`config.mk`:
```
export PLATFORM = sky130hd
export DESIGN_NAME = pseed_ctrl
export DESIGN_NICKNAME = d
export VERILOG_FILES = /design/src/rtl/pseed_pkg.sv /design/src/rtl/pseed_lfsr.sv /design/src/rtl/pseed_table.sv /design/src/rtl/pseed_ctrl.sv
export SDC_FILE = /design/constraint.sdc
export NUM_CORES = 1
export LEC_CHECK = 0
export BUFFER_PORTS_ARGS = -buffer_cell sky130_fd_sc_hd__buf_2
export CORE_MARGIN = 3
export CORE_UTILIZATION = 50
export CTS_CLUSTER_DIAMETER = 80
export DETAILED_ROUTE_END_ITERATION = 16
export PLACE_DENSITY = 0.67
export REMOVE_ABC_BUFFERS = 1
export SYNTH_ARGS = -nofsm -noshare
export SYNTH_HDL_FRONTEND = slang
export SYNTH_SLANG_ARGS = --single-unit
```
`constraint.sdc`:
```
create_clock -name clk -period 3.7 [get_ports clk]
set_input_delay 0.185 -clock clk [delete_from_list [all_inputs] [get_ports clk]]
set_output_delay 0.185 -clock clk [all_outputs]
set_load 0.02 [all_outputs]
```
`src/rtl/pseed_pkg.sv`:
```
package pseed_pkg;

   typedef enum logic [2:0] {
      ST_IDLE,
      ST_DRAIN,
      ST_SWAP,
      ST_FLUSH,
      ST_RESEED
   } pseed_state_e;

endpackage

```
`src/rtl/pseed_lfsr.sv`:
```
module pseed_lfsr #(
   parameter int              W    = 32,
   parameter logic [W-1:0]    INIT = W'(32'h5EED_C0DE)
) (
   input  logic         clk,
   input  logic         rst_n,
   output logic [W-1:0] q
);

   logic fb;

   generate
      if (W == 32) begin : g_w32
         assign fb = q[31] ^ q[21] ^ q[1] ^ q[0];
      end else if (W == 16) begin : g_w16
         assign fb = q[15] ^ q[14] ^ q[12] ^ q[3];
      end else begin : g_bad_w
         $error("pseed_lfsr: W must be 16 or 32");
      end
      if (INIT == '0) begin : g_bad_init
         $error("pseed_lfsr: INIT must be nonzero");
      end
   endgenerate

   always_ff @(posedge clk or negedge rst_n) begin
      if (!rst_n) q <= INIT;
      else        q <= {q[W-2:0], fb};
   end

   AST_LFSR_NONZERO: assert property (@(posedge clk) disable iff (!rst_n)
      q != '0);

endmodule

```
`src/rtl/pseed_table.sv`:
```
module pseed_table #(
   parameter int W        = 32,
   parameter int NUM_SLOT = 5,
   parameter int SLOT_W   = $clog2(NUM_SLOT)
) (
   input  logic              clk,
   input  logic              rst_n,
   input  logic              wr_en,
   input  logic [SLOT_W-1:0] wr_idx,
   input  logic [W-1:0]      wr_data,
   input  logic [SLOT_W-1:0] rd_idx,
   output logic [W-1:0]      rd_data,
   input  logic [W-1:0]      chk_data,
   input  logic [SLOT_W-1:0] chk_lim,
   output logic              hit
);

   logic [W-1:0]        mem [NUM_SLOT];
   logic [NUM_SLOT-1:0] eq;

   generate
      if (NUM_SLOT < 2) begin : g_bad_slots
         $error("pseed_table: need at least two slots");
      end
      for (genvar i = 0; i < NUM_SLOT; i++) begin : g_cmp
         assign eq[i] = (SLOT_W'(i) < chk_lim) && (mem[i] == chk_data);
      end
   endgenerate

   assign hit     = |eq;
   assign rd_data = mem[rd_idx];

   always_ff @(posedge clk or negedge rst_n) begin
      if (!rst_n) begin
         for (int k = 0; k < NUM_SLOT; k++) mem[k] <= '0;
      end else if (wr_en) begin
         mem[wr_idx] <= wr_data;
      end
   end

   AST_TBL_UNIQUE: assert property (@(posedge clk) disable iff (!rst_n)
      wr_en |-> !hit);

endmodule

```
`src/rtl/pseed_ctrl.sv`:
```
module pseed_ctrl
   import pseed_pkg::*;
#(
   parameter int                 SEED_W    = 32,
   parameter int                 NUM_DOM   = 4,
   parameter int                 INFL_W    = 4,
   parameter logic [SEED_W-1:0]  LFSR_INIT = SEED_W'(32'h5EED_C0DE)
) (
   input  logic                       clk,
   input  logic                       rst_n,
   input  logic                       sw_req,
   input  logic [$clog2(NUM_DOM)-1:0] sw_dom,
   input  logic                       os_enter,
   input  logic                       os_exit,
   input  logic                       hp_tick,
   input  logic [INFL_W-1:0]          inflight,
   input  logic                       flush_ack,
   output logic [SEED_W-1:0]          seed_out,
   output logic                       drain_req,
   output logic                       flush_req
);

   localparam int DOM_W    = $clog2(NUM_DOM);
   localparam int NUM_SLOT = NUM_DOM + 1;
   localparam int SLOT_W   = $clog2(NUM_SLOT);
   localparam logic [SLOT_W-1:0] OS_SLOT = SLOT_W'(NUM_DOM);

   generate
      if (NUM_DOM < 2) begin : g_bad_dom
         $error("pseed_ctrl: NUM_DOM must be at least 2");
      end
      if (INFL_W < 1) begin : g_bad_infl
         $error("pseed_ctrl: INFL_W must be at least 1");
      end
   endgenerate

   pseed_state_e       st;
   logic               cur_os, t_os, p_os, p_ctx, p_tick, for_flush;
   logic [DOM_W-1:0]   cur_dom, t_dom, home_dom;
   logic [SLOT_W-1:0]  idx, rd_idx;
   logic [SEED_W-1:0]  cand, rd_data;
   logic               hit, tbl_we;

   pseed_lfsr #(.W(SEED_W), .INIT(LFSR_INIT)) u_lfsr (
      .clk (clk), .rst_n (rst_n), .q (cand)
   );

   pseed_table #(.W(SEED_W), .NUM_SLOT(NUM_SLOT), .SLOT_W(SLOT_W)) u_table (
      .clk      (clk),
      .rst_n    (rst_n),
      .wr_en    (tbl_we),
      .wr_idx   (idx),
      .wr_data  (cand),
      .rd_idx   (rd_idx),
      .rd_data  (rd_data),
      .chk_data (cand),
      .chk_lim  (idx),
      .hit      (hit)
   );

   always_comb begin
      drain_req = (st != ST_IDLE);
      flush_req = (st == ST_FLUSH);
      tbl_we    = (st == ST_RESEED) && !hit;
      if (st == ST_RESEED) rd_idx = SLOT_W'(cur_dom);
      else if (t_os)       rd_idx = OS_SLOT;
      else                 rd_idx = SLOT_W'(t_dom);
   end

   always_ff @(posedge clk or negedge rst_n) begin
      if (!rst_n) begin
         st        <= ST_RESEED;
         idx       <= '0;
         cur_os    <= 1'b1;
         cur_dom   <= '0;
         home_dom  <= '0;
         t_os      <= 1'b1;
         t_dom     <= '0;
         p_os      <= 1'b0;
         p_ctx     <= 1'b0;
         p_tick    <= 1'b0;
         for_flush <= 1'b0;
         seed_out  <= '0;
      end else begin
         case (st)
            ST_IDLE: begin
               if (p_tick) begin
                  p_tick    <= 1'b0;
                  for_flush <= 1'b1;
                  st        <= ST_DRAIN;
               end else if (p_ctx) begin
                  p_ctx     <= 1'b0;
                  t_os      <= p_os;
                  t_dom     <= home_dom;
                  for_flush <= 1'b0;
                  st        <= ST_DRAIN;
               end
            end
            ST_DRAIN: begin
               if (inflight == '0) st <= for_flush ? ST_FLUSH : ST_SWAP;
            end
            ST_SWAP: begin
               seed_out <= rd_data;
               cur_os   <= t_os;
               cur_dom  <= t_dom;
               st       <= ST_IDLE;
            end
            ST_FLUSH: begin
               if (flush_ack) begin
                  idx <= '0;
                  st  <= ST_RESEED;
               end
            end
            ST_RESEED: begin
               if (!hit) begin
                  if (idx == OS_SLOT) begin
                     seed_out <= cur_os ? cand : rd_data;
                     st       <= ST_IDLE;
                  end else begin
                     idx <= idx + 1'b1;
                  end
               end
            end
            default: st <= ST_IDLE;
         endcase

         if (hp_tick) p_tick <= 1'b1;
         if (os_enter) begin
            p_ctx <= 1'b1;
            p_os  <= 1'b1;
         end else if (sw_req) begin
            p_ctx    <= 1'b1;
            p_os     <= 1'b0;
            home_dom <= sw_dom;
         end else if (os_exit) begin
            p_ctx <= 1'b1;
            p_os  <= 1'b0;
         end
      end
   end

   AST_SEED_ONLY_AFTER_SEQ: assert property (@(posedge clk) disable iff (!rst_n)
      !$stable(seed_out) |-> $past(st == ST_SWAP || st == ST_RESEED));

   AST_SWAP_DRAINED: assert property (@(posedge clk) disable iff (!rst_n)
      (st == ST_SWAP) |-> ($past(inflight) == '0));

   AST_FLUSH_DRAINED: assert property (@(posedge clk) disable iff (!rst_n)
      $rose(flush_req) |-> ($past(inflight) == '0));

   AST_FLUSH_HELD: assert property (@(posedge clk) disable iff (!rst_n)
      (flush_req && !flush_ack) |=> flush_req);

   AST_SEED_NONZERO: assert property (@(posedge clk) disable iff (!rst_n)
      (st == ST_IDLE) |-> (seed_out != '0));

endmodule

```
; ---- Word-level counts from Yosys, hierarchy flattened
; Index checks and enable logic that the tools add are counted.
[totals]
ff_bits = 242
input_bits = 13
output_inout_bits = 34
elab_cells = 112
[op_classes]
n_addsub = 1
magnitude_cmp = 8
n_eq_ne = 17
mux = 36
n_bitwise = 7
n_reduce_logical = 25
[op_table]
columns = op, n
row1 = 2-to-1 mux 32 bit, 6
row2 = bitwise mux 160 bit, 1
row3 = equality test 32 bit, 5
row4 = binary-select mux 32 bit (select 3 bit), 1
row5 = demux 32 bit (select 3 bit), 1
row6 = one-hot mux 32 bit (2 select lines), 1
row7 = 2-to-1 mux 3 bit, 11
row8 = 2-to-1 mux 1 bit, 13
row9 = one-hot mux 3 bit (4 select lines), 1
row10 = ">= comparator 4 bit, second input constant", 2
row11 = "!= test 2 bit, second input constant", 4
row12 = inverter 3 -> 4 bit, 2
row13 = nonzero test 2 bit, 4
row14 = logical AND 1 bit, 7
row15 = "equality test 3 x 2 -> 1 bit, second input constant", 2
row16 = "equality test 3 bit, second input constant", 2
row17 = "less-than comparator 1 x 3 -> 1 bit, first input constant", 2
row18 = "less-than comparator 2 x 3 -> 1 bit, first input constant", 2
row19 = one-hot mux 3 bit (2 select lines), 1
row20 = AND reduction 2 bit, 3
row21 = AND reduction 3 bit, 2
row22 = nonzero test 3 bit, 2
row23 = AND reduction 5 bit, 1
row24 = OR reduction 5 bit, 1
row25 = 14 further kinds, 17

; ---- Longest topological paths before layout
[depth]
word_depth = 10
mapped_depth = 11
mapped_depth_nobuf = 8

; ---- Modules after synthesis
; From an unflattened synthesis, not the netlist that was laid out.
[unflattened]
hier_cells = 995
area_unflattened_um2 = 12529.5
[modules_own_cells]
columns = module, instances, cells_per_inst, area_per_inst_um2, seq_area_each_um2
row1 = pseed_table, 1, 777, 9190.1, 4003.8
row2 = pseed_ctrl, 1, 183, 2488.6, 1255.0
row3 = pseed_lfsr, 1, 35, 850.8, 824.5

; ---- Worst setup path before layout
; No wires, ideal clock.
[synth_path]
path_kind = reg-to-reg
startpoint = register u_lfsr.q[27]
endpoint = register u_table.mem[33] (netlist name)
setup_ns = 0.125
arrival_ns = 2.640
required_time_ns = 3.575
slack_ns = 0.935
stages_incl_launch_ff = 11
n_path_buf = 3
synth_period_minus_slack_ns = 2.765
cell_sequence = dfstp_2 -> buf_2 -> xnor2_1 -> nand4_1 -> or4_4 -> o41ai_4 -> nor3_2 -> and4_4 -> buf_6 -> buf_12 -> mux2_4
[synth_via]
elab_chain_len = 5
word_cells_on_any_way = 13
cone_classes = 5 x eq/ne / 8 x reduce/logical
[synth_rtl]
columns = element, line
row1 = "start, declared", pseed_lfsr.sv:7  ; output logic [W-1:0] q
row2 = "start signal, assigned", pseed_lfsr.sv:27  ; else q <= {q[W-2:0], fb};
row3 = equality test 32 bit, pseed_table.sv:26  ; assign eq[i] = (SLOT_W'(i) < chk_lim) && (mem[i] == chk_data);
row4 = logical AND 1 bit, pseed_table.sv:26
row5 = OR reduction 5 bit (*), pseed_table.sv:30  ; assign hit = |eq;
row6 = logical NOT 1 bit (*), -
row7 = logical AND 1 bit (*), pseed_ctrl.sv:64  ; tbl_we = (st == ST_RESEED) && !hit;
row8 = "end signal, assigned by index", pseed_table.sv:37  ; mem[wr_idx] <= wr_data;
row9 = "end, declared", pseed_table.sv:18  ; logic [W-1:0] mem [NUM_SLOT];
; Every way passes the cells marked *; elsewhere a longest branch is shown, timed or not.
; A chain may end at the register's enable or synchronous reset.

; ---- Worst setup path after layout
[layout_path]
startpoint = register u_lfsr.q[14]
endpoint = register u_table.mem[30] (netlist name)
; The elaborated chain is that of the path after synthesis.

==> metrics.md <==
| Metric | Value |
|---|---|
| Reg clk slew, reported paths | `0.06 ns` |
| Count of endpoints failing setup in the final report | `0` |
| Vert. Die Dim | `164 µm` |
| Maximum resistive drop on vdd | `383 µV` |
| Final routed wirelength across all metal layers | `30.8 mm` |
| Startpoint of the worst register-to-register path | `u_lfsr.q[14]` |
| Longest individual stage delay on the worst path | `roughly 0.7 ns` |
| Leftover overflow at the end of global routing | `0` |
| Element type at the critical path start | `flop` |
| Number of setup buffers added after CTS | `0` |
| First-pass GRT wire length | `just under 50 mm` |
| CP top delay family | `simple AND/OR/NAND/NOR gates` |
| Skew-Pair Late Insertion Delay | `between 0.5 and 0.6 ns` |
| Register bit total from synthesis | `approximately 240` |
| Warnings, synthesis | `0` |
| Actual slew at the worst max-slew pin | `0.942 ns` |
| Initial antenna violation count | `0` |
| Worst Setup Slack, final | `0.332 ns` |
| Area growth from synthesis to layout | `13.4%` |
| Max FO, Critical Path | `15` |
| Tightest slew margin relative to the limit | `0.371` |
| Clock tree from TritonCTS | `built` |
| N_diodes | `0` |
| Core box area | `0.0244 mm²` |
| Number of gates resized after cts | `0` |
| Static leakage | `about 0.0072 µW` |
| Count of final max-slew check failures | `0` |
| Largest net degree at the start of global routing | `118` |
| Final Total Pwr | `7110 µW` |
| Gpl congestion | `0.879` |
| Net count reported at finish | `1067` |
| Number of CTS-inserted buffers | `27` |
| Via count | `7988` |
| Clock Sinks | `242` |
| Number of top-level pins | `47` |
| Sum of net half-perimeters after detailed placement | `20.3 mm` |
| Post-synthesis instance area | `0.0125 mm²` |
| Cells taking the most area after synthesis | `sky130_fd_sc_hd__dfrtp_1, sky130_fd_sc_hd__mux2_2, sky130_fd_sc_hd__xor2_1` |
| Average vias per placed instance | `5.72` |
| Routed wire length per instance | `22.1 µm` |
| First-pass DRT Iterations | `5` |
| Number of hold buffers added after cts | `13` |
| Worst setup path startpoint | `u_lfsr.q[14]` |
| Area fraction of the dominant cell type after synthesis | `0.442` |
| Starting Density | `0.511` |
| Unique cell type count in the Yosys netlist | `46` |
| Seq/Total Area, Yosys | `0.488` |
| Standard-cell row count | `57` |
| Synthesized instance count | `1004` |
| Crit share post-route | `0.910` |
| CP max-delay cell | `sky130_fd_sc_hd__dfstp_2` |
| Post-Route Skew | `around 0.011 ns` |
| Library cell occupying the most area in the post-synthesis netlist | `sky130_fd_sc_hd__dfrtp_1` |
| Number of routed nets with antenna violations | `0` |
| Max Buffers Root-to-Sink | `3` |
| Run status | `complete, no violations` |
| Hold_ws | `0.0754 ns` |
| Total track usage | `0.233` |
| Critical path, cell by cell | `xor2_1 -> nor4_1 -> nand4_1 -> or4_4 -> o41ai_4 -> nor3_2 -> nand4_1 -> buf_4 -> mux2_2` |
| Post-placement worst setup slack | `0.329 ns` |
| Clock group share of total power | `0.385` |
| CTS HTree Levels | `1` |
| Count of buffering cells on the critical path with inverters included | `1` |
| Power density over the cells | `around 500 mW/mm²` |
| Maximum clock frequency | `297 MHz` |
| CP endpoint kind | `flop` |
| Via count of the first global-routing pass | `8032` |
| DRC violations left | `0` |
| Register share of total power | `0.400` |
| Cell type with the highest occurrence count on the critical path | `sky130_fd_sc_hd__nand4_1` |
| Count of buffers inserted at the top-level ports | `46` |
| Tightest Hold Check Type | `input pin to flop` |
| Area after detailed placement | `0.0131 mm²` |
| Average cell area after synthesis | `12.4 µm²` |
| Design Area, Final | `0.0141 mm²` |
| Combinational cell fraction of total power | `0.216` |
| Share of final-layout standard cells stronger than drive strength 1 | `0.357` |
| Max Cap Viol | `0` |
| Total net switching power | `2080 µW` |
| First-iteration detailed-routing DRC count | `501` |
| Die Wd | `164 µm` |
| CTS Root Buffer Type | `sky130_fd_sc_hd__clkbuf_16` |
| Total die area | `between 0.02 and 0.03 mm²` |
| Unrepaired setup endpoints after global routing | `no` |
| Classification of the worst setup path | `flop to flop` |
| Hold violation total from the final report | `0` |
| Cell-internal power | `5030 µW` |
| Switch share | `0.293` |
| Min cycle time layout | `3.37 ns` |
| Required time of the worst setup path | `4.11 ns` |
| Worst path arrival time | `between 3 and 4 ns` |
| Worst hold start | `inflight[0]` |
## kinds of logic after synthesis
| family | Yosys count | synth area share |
|---|---|---|
| DFF | 242 | 0.488 |
| AOI/OAI and AO/OA | 120 | 0.0691 |
| and+or+nand+nor | 159 | 0.0701 |
| buffers and inverters | 85 | 0.0368 |
| xor gates and xnor gates | 163 | 0.115 |
| muxes | 233 | 0.219 |
| adders and majority gates | 2 | 0.00201 |
## metal layers
layer	vias to the layer above	part of all wire	GRT usage
li1	3678	-	-
met1	4089	0.47	0.335
met2	174	0.46	0.369
met3	47	0.046	0.0393
met4	0	0.026	0.0615
met5	-	0	0
## stage by stage
stage	setup TNS (ns)	util	std cells
global route	0	0.580	1396
CTS	0	0.580	1396
finish	0	0.580	1396
global placement	0	0.537	1334
detailed placement	0	0.537	1334
floorplan	-68.84	-	925
## power groups by stage
stage	clock (µW)	sequential, µW	combinational (µW)
2_1_floorplan	0	2990	802
3_3_place_gp	0	2890	1520
3_5_place_dp	0	2890	1530
4_1_cts	2790	2850	1550
5_1_grt	2890	2860	1670
6_report	2740	2840	1530
## worst register-to-register path, cell delays in order, from the launching register on
cell and delay, ns:
sky130_fd_sc_hd__dfstp_2 0.68, sky130_fd_sc_hd__xor2_1 0.11, sky130_fd_sc_hd__nor4_1 0.50, sky130_fd_sc_hd__nand4_1 0.14
sky130_fd_sc_hd__or4_4 0.47, sky130_fd_sc_hd__o41ai_4 0.32, sky130_fd_sc_hd__nor3_2 0.13, sky130_fd_sc_hd__nand4_1 0.19
sky130_fd_sc_hd__buf_4 0.32, sky130_fd_sc_hd__mux2_2 0.39
## cell usage in the layout (no fill, tap or decap), drive strengths merged, types with 2 or more instances in the layout
cell	Yosys	routed
mux2	233	233
dfrtp	220	220
xor2	112	112
buf	55	85
xnor2	51	51
nand2	42	42
clkbuf	24	42
nor2b	34	34
a211oi	34	34
o31ai	33	33
o22ai	32	32
nor4	26	26
dfstp	22	22
nand4	20	20
dlygate4sd3	0	13
nor2	11	11
nor3	10	10
inv	6	6
o21ai	6	6
a21oi	5	5
and2	3	3
nand3	3	3
clkinv	0	3
bufinv	0	3
nor3b	2	2
a22o	2	2
a21o	2	2
ha	2	2
or4	2	2
## registers in the layout, summed over array words and instances (netlist names)
register	cells
u_table.mem	160
t_os	1
t_dom	2
home_dom	2
cur_dom	2
for_flush	1
u_lfsr.q	32
st	3
p_ctx	1
p_os	1
cur_os	1
seed_out	32
p_tick	1
idx	3
## Yosys cell counts, drive strengths merged
cell    count
o211ai      1
inv         6
nand3       3
xnor2      51
a21o        2
nand4b      1
or3         1
o31ai      33
o41ai       1
a21boi      1
o21ai       6
nand2b      1
a211oi     34
xor2      112
and4        1
o21a        1
nor4       26
and2        3
a22o        2
ha          2
and3        1
mux2      233
nor2b      34
dfrtp     220
clkbuf     24
nor3       10
nor2       11
nand2      42
o31a        1
nand4      20
nand3b      1
o22ai      32
a21oi       5
or4         2
nor3b       2
buf        55
o21bai      1
dfstp      22
## final timing paths
kind / slack [ns] / depth (start not counted) / end
min in group asynchronous: 0.32 / 2 / p_ctx
max: 0.33 / 9 / u_table.mem[30]
min reg2reg: 0.42 / 0 / u_lfsr.q[4]
max in group asynchronous: 2.49 / 3 / u_lfsr.q[15]
min: 0.08 / 5 / st[0]
max reg2reg: 0.33 / 9 / u_table.mem[30]
## cell type report
class	count	area, µm²
clock buffer	42	792
clock inverter	7	113
fill	2062	10200
inverter	6	22.5
multi-input combinational	677	5950
sequential	242	6080
tap	324	405
timing repair buffer	98	776
Note: power is estimated with default switching activity, not from simulation.
